===== config.mk =====
export PLATFORM = sky130hd
export DESIGN_NAME = otp_burn_seq
export DESIGN_NICKNAME = d
export VERILOG_FILES = /design/src/rtl/otp_burn_seq.sv
export SDC_FILE = /design/constraint.sdc
export NUM_CORES = 1
export LEC_CHECK = 0
export BUFFER_PORTS_ARGS = -buffer_cell sky130_fd_sc_hd__buf_4
export CORE_MARGIN = 2
export CORE_UTILIZATION = 47
export DETAILED_ROUTE_END_ITERATION = 8
export MAX_ROUTING_LAYER = met4
export PLACE_DENSITY = 0.8
export SYNTH_ARGS = -nofsm -noshare
export SYNTH_HDL_FRONTEND = slang
export SYNTH_SLANG_ARGS = --single-unit

===== constraint.sdc =====
create_clock -name clk -period 3.1 [get_ports clk]
set_clock_uncertainty 0.15 [all_clocks]
set_input_delay 0.775 -clock clk [delete_from_list [all_inputs] [get_ports clk]]
set_output_delay 0.775 -clock clk [all_outputs]
set_load 0.02 [all_outputs]

===== src/rtl/otp_burn_seq.sv =====
module otp_burn_seq #(
  parameter int WORDS     = 65536,
  parameter int DW        = 16,
  parameter int AW        = $clog2(WORDS),
  parameter int CLK_MHZ   = 50,
  parameter int PULSE_US  = 100,
  parameter int SETUP_US  = 2,
  parameter int HOLD_US   = 2,
  parameter int VERIFY_NS = 150,
  parameter int RETRY_MAX = 10
) (
  input  logic          clk,
  input  logic          rst_n,
  input  logic          start,
  input  logic [DW-1:0] img_data,
  input  logic [DW-1:0] mem_q,
  output logic [AW-1:0] addr,
  output logic [DW-1:0] mem_d,
  output logic          mem_ce_n,
  output logic          mem_oe_n,
  output logic          mem_pgm_n,
  output logic          vcc_hi,
  output logic          vpp_hi,
  output logic          busy,
  output logic          done,
  output logic          pass,
  output logic [AW-1:0] fail_addr
);

  localparam int PULSE_CYC = CLK_MHZ * PULSE_US;
  localparam int SETUP_CYC = CLK_MHZ * SETUP_US;
  localparam int HOLD_CYC  = CLK_MHZ * HOLD_US;
  localparam int VER_RAW   = (CLK_MHZ * VERIFY_NS + 999) / 1000;
  localparam int VER_CYC   = (VER_RAW < 1) ? 1 : VER_RAW;
  localparam int TW        = $clog2(PULSE_CYC + SETUP_CYC + HOLD_CYC + VER_CYC + 1);
  localparam int RW        = $clog2(RETRY_MAX + 1);
  localparam logic [AW-1:0] LAST = AW'(WORDS - 1);

  typedef enum logic [2:0] {
    S_IDLE, S_RAMP, S_SETUP, S_PULSE, S_HOLD, S_VERIFY, S_LOWER, S_READ
  } st_t;

  st_t           st;
  logic [TW-1:0] tmr, lim;
  logic [RW-1:0] retry;
  logic          second;
  logic          tick, match;

  always_comb begin
    case (st)
      S_RAMP, S_SETUP, S_LOWER: lim = TW'(SETUP_CYC - 1);
      S_PULSE:                  lim = TW'(PULSE_CYC - 1);
      S_HOLD:                   lim = TW'(HOLD_CYC - 1);
      S_VERIFY, S_READ:         lim = TW'(VER_CYC - 1);
      default:                  lim = '0;
    endcase
  end

  assign tick      = (tmr == lim);
  assign match     = (mem_q == img_data);
  assign busy      = (st != S_IDLE);
  assign mem_ce_n  = !busy;
  assign mem_oe_n  = !(st == S_VERIFY || st == S_READ);
  assign mem_pgm_n = (st != S_PULSE);
  assign vcc_hi    = busy && st != S_LOWER && st != S_READ;
  assign vpp_hi    = vcc_hi;
  assign mem_d     = img_data;

  always_ff @(posedge clk or negedge rst_n) begin
    if (!rst_n) begin
      st        <= S_IDLE;
      tmr       <= '0;
      addr      <= '0;
      retry     <= '0;
      second    <= 1'b0;
      done      <= 1'b0;
      pass      <= 1'b0;
      fail_addr <= '0;
    end else begin
      tmr <= tick ? '0 : tmr + 1'b1;
      case (st)
        S_IDLE: if (start) begin
          st        <= S_RAMP;
          addr      <= '0;
          retry     <= '0;
          second    <= 1'b0;
          done      <= 1'b0;
          pass      <= 1'b0;
          fail_addr <= '0;
        end
        S_RAMP:  if (tick) st <= S_SETUP;
        S_SETUP: if (tick) st <= S_PULSE;
        S_PULSE: if (tick) st <= S_HOLD;
        S_HOLD: if (tick) begin
          if (second) st <= S_VERIFY;
          else if (addr == LAST) begin
            addr   <= '0;
            second <= 1'b1;
            st     <= S_VERIFY;
          end else begin
            addr <= addr + 1'b1;
            st   <= S_SETUP;
          end
        end
        S_VERIFY: if (tick) begin
          if (match) begin
            retry <= '0;
            if (addr == LAST) begin
              addr <= '0;
              st   <= S_LOWER;
            end else addr <= addr + 1'b1;
          end else if (retry == RW'(RETRY_MAX)) begin
            st        <= S_IDLE;
            done      <= 1'b1;
            fail_addr <= addr;
          end else begin
            retry <= retry + 1'b1;
            st    <= S_SETUP;
          end
        end
        S_LOWER: if (tick) st <= S_READ;
        S_READ: if (tick) begin
          if (!match) begin
            st        <= S_IDLE;
            done      <= 1'b1;
            fail_addr <= addr;
          end else if (addr == LAST) begin
            st   <= S_IDLE;
            done <= 1'b1;
            pass <= 1'b1;
          end else addr <= addr + 1'b1;
        end
        default: st <= S_IDLE;
      endcase
    end
  end

  logic [TW-1:0] plen;
  always_ff @(posedge clk or negedge rst_n) begin
    if (!rst_n) plen <= '0;
    else        plen <= !mem_pgm_n ? plen + 1'b1 : '0;
  end

  AST_PULSE_WIDTH: assert property (@(posedge clk) disable iff (!rst_n)
    $rose(mem_pgm_n) |-> plen == TW'(PULSE_CYC));
  AST_SUPPLY_IN_PULSE: assert property (@(posedge clk) disable iff (!rst_n)
    !mem_pgm_n |-> (vcc_hi && vpp_hi));
  AST_ADDR_HELD: assert property (@(posedge clk) disable iff (!rst_n)
    !mem_pgm_n |=> $stable(addr));
  AST_RETRY_CAP: assert property (@(posedge clk) disable iff (!rst_n)
    retry <= RW'(RETRY_MAX));
  AST_DONE_STICKY: assert property (@(posedge clk) disable iff (!rst_n)
    (done && !start) |=> done);
  AST_START_IGNORED: assert property (@(posedge clk) disable iff (!rst_n)
    (busy && start) |=> (busy || done));

endmodule


==> impl_metrics.env <==
export IMPL_cp_data_arrival_time_ns=2.96
export IMPL_fin_tns_setup_ns=0
export IMPL_synth_compound_area_frac=0.189
export IMPL_rows=29
export IMPL_slew_headroom=0.546
export IMPL_critical_path_class="reg2reg"
export IMPL_cts_tree="done"
export IMPL_synth_flop_cell="dfrtp_1"
export IMPL_grt_pass1_wl_um=12100
export IMPL_place_area_sq_um=3790
export IMPL_h_tree_depth=2
export IMPL_postCtsSetupBuffers=0
export IMPL_area_growth_pct=23.1
export IMPL_slew_violations=0
export IMPL_die_h_um=85.9
export IMPL_ys_ff_latch=55
export IMPL_hold_class="in2async"
export IMPL_p_switching_w=0.000279
export IMPL_portBuffers=90
export IMPL_cts_inserted_buffers=5
export IMPL_clockRootBuffer="clkbuf_8"
export IMPL_vdd_drop_max_uv=165
export IMPL_grt_pass1_vias=2670
export IMPL_worstPathRequired_ns=3.16
export IMPL_post_cts_resize_count=0
export IMPL_cpMostUsedCell="or3_1"
export IMPL_cp_num_buf_inv=0
export IMPL_viasPerCell=5.66
export IMPL_ctsHoldBuffers=0
export IMPL_die_w_um=85.9
export IMPL_cts_sinks=55
export IMPL_max_freq_mhz=345
export IMPL_worst_pin_slew_ns=0.682
export IMPL_synthSimpleGateAreaFrac=0.197
export IMPL_insertion_delay_ns=0.31
export IMPL_yosys_area_share_xor_xnor=0.0750
export IMPL_timing_final_crit_period_ns=2.90
export IMPL_rsz0062_at_grt="no"
export IMPL_status="completed"
export IMPL_drc=0
export IMPL_max_stage_delay_ns=0.60
export IMPL_cpLargestDelayFamily="simple AND/OR/NAND/NOR gates"
export IMPL_final_nets=446
export IMPL_core_area_sq_um=6420
export IMPL_drt_initial_drc_count=143
export IMPL_cts_clk_slew_worst_paths_ns=0.09
export IMPL_synth_fp_nets=371
export IMPL_syn_cell_area_sq_um=3150
export IMPL_fin_crit_sh=0.936
export IMPL_whs_ns=0.345
export IMPL_ioPinCount=91
export IMPL_critPathMaxFanout=15
export IMPL_stdcell_area_sq_um=3880
export IMPL_switching_share=0.226
export IMPL_p_per_area_nw_per_um2=318
export IMPL_async_flop_share=1.00
export IMPL_leakage_nw=1.78
export IMPL_grt_max_degree=56
export IMPL_grtUsageTotal=0.209
export IMPL_yosysSeqAreaShare=0.436
export IMPL_diodes=0
export IMPL_synthMuxAreaShare=0.00714
export IMPL_first_pass_iters=5
export IMPL_synth_fa_ha_area_frac=0.0159
export IMPL_synth_cells=332
export IMPL_internal_power_w=0.000955
export IMPL_vias=2745
export IMPL_comb_power_share=0.086
export IMPL_dieArea_sq_um=7380
export IMPL_antenna_found_initial=0
export IMPL_yosysWarnings=0
export IMPL_antenna_left=0
export IMPL_synth_top_family_by_area="simple AND/OR/NAND/NOR gates"
export IMPL_critPathSlowestCell="or3_1"
export IMPL_start_util=0.491
export IMPL_clock_power_share=0.333
export IMPL_cp_cell_sequence="or3_4 > or3_1 > a22oi_1 > and4_1 > a21oi_4 > or3_1 > o31ai_1"
export IMPL_report_final_hold_viol_count=0
export IMPL_worstSetupEndpointType="register"
export IMPL_gp_congestion=0.855
export IMPL_cap_viol_max_count=0
export IMPL_synth_edff_count=0
export IMPL_grt_overflow=0
export IMPL_worst_setup_path_start_kind="register"
export IMPL_avgSynthCellArea_sq_um=9.50
export IMPL_drt_wl_total_um=7310
export IMPL_synth_distinct_cells=43
export IMPL_wl_per_cell_um=15.1
export IMPL_final_util=0.605
export IMPL_clockBufferDepth=2
export IMPL_drive_gt1_frac=0.287
export IMPL_seqPwrFrac=0.581
export IMPL_setup_violations=0
export IMPL_hpwl_um=5410
placed cells by master (no fill, tap or decap), drive strengths merged:
cell type,instances
a211o,1
a21o,3
a21oi,8
a22o,17
a22oi,1
a31o,2
a31oi,2
a41oi,1
and2,1
and3,3
and4,1
buf,102
clkbuf,7
clkinv,1
dfrtp,55
ha,4
inv,6
mux2,2
nand2,22
nand2b,6
nand3,19
nand3b,3
nand4,10
nor2,32
nor2b,8
nor3,5
nor3b,1
nor4,5
o211ai,3
o21a,1
o21ai,15
o21bai,1
o2bb2ai,1
o31ai,24
o41ai,2
or3,6
xnor2,21
xor2,6
worst register-to-register path, stage by stage (launching register included):
cell and delay, ns:
dfrtp_1 0.39, or3_4 0.44, or3_1 0.32, a22oi_1 0.15, and4_1 0.36, a21oi_4 0.08
or3_1 0.60, o31ai_1 0.33
synth_stat cells, types with 7 or more instances:
| library cell | count | share of area |
|---|---|---|
| nand4_1 | 10 | 0.020 |
| nand2_1 | 22 | 0.026 |
| clkbuf_1 | 10 | 0.012 |
| nor2b_1 | 8 | 0.016 |
| buf_4 | 18 | 0.043 |
| xnor2_1 | 21 | 0.058 |
| o31ai_1 | 24 | 0.057 |
| dfrtp_1 | 55 | 0.44 |
| nor2_1 | 32 | 0.038 |
| o21ai_0 | 15 | 0.024 |
| a22o_1 | 17 | 0.047 |
| a21oi_1 | 7 | 0.011 |
| nand3_1 | 19 | 0.030 |
final timing paths:
kind                       slack [ns]                   endpoint  cells after the start         startpoint
setup / recovery                 0.20        addr[8]$_DFFE_PN0P_                      7  st[1]$_DFFE_PN0P_
hold / removal                   0.34  fail_addr[11]$_DFFE_PN0P_                      1              rst_n
setup reg to reg                 0.20        addr[8]$_DFFE_PN0P_                      7  st[1]$_DFFE_PN0P_
hold reg to reg                  0.36          tmr[11]$_DFF_PN0_                      1  tmr[11]$_DFF_PN0_
max in group asynchronous        1.99       retry[1]$_DFFE_PN0P_                      1              rst_n
min in group clk                 0.36          tmr[11]$_DFF_PN0_                      1  tmr[11]$_DFF_PN0_
flip-flops by register name (all words and copies together) (netlist names):
register   count
pass           1
st             3
addr          16
done           1
retry          4
second         1
fail_addr     16
tmr           13
per-layer routing:
layer	wire (um)	share of wire	vias up	global-route usage
met5	0	0	-	-
met4	76	0.010	0	0.0577
met3	405	0.055	5	0.0298
met2	3700	0.51	96	0.342
met1	3130	0.43	1312	0.271
li1	-	-	1332	-
area by class of cell:
cell class | count | area [sq um]
inverters | 6 | 22.5
clock buffers | 7 | 86.3
clock inverters | 1 | 8.76
flip-flops and latches | 55 | 1380
fillers | 530 | 2540
repair buffers | 102 | 766
well taps | 77 | 96.3
multi-input cells | 237 | 1530
logic make-up after synthesis:
family	count (synthesis)
AND/OR/NAND/NOR	122
AO/OA/AOI/OAI	82
flip-flops	55
buffers and inverters	40
XOR/XNOR	27
adder cells (fa/ha/maj)	4
multiplexers	2
stage by stage:
stage,instances,setup slack [ns],total power (W)
global placement,477,0.106,0.000838
detailed placement,477,0.0378,0.000840
finish,485,0.199,0.00123
global route,485,0.109,0.00128
CTS,485,0.194,0.00125
floorplan,332,0.00933,0.000782
power groups by stage:
stage	registers (W)	clock network (W)	logic (W)
final	0.000717	0.000411	0.000107
after global routing	0.000717	0.000447	0.000116
after CTS	0.000717	0.000421	0.000109
after detailed placement	0.000731	0	0.000109
after global placement	0.000731	0	0.000107
after floorplan	0.000731	0	0.0000505
(Power assumes the default switching activity.)
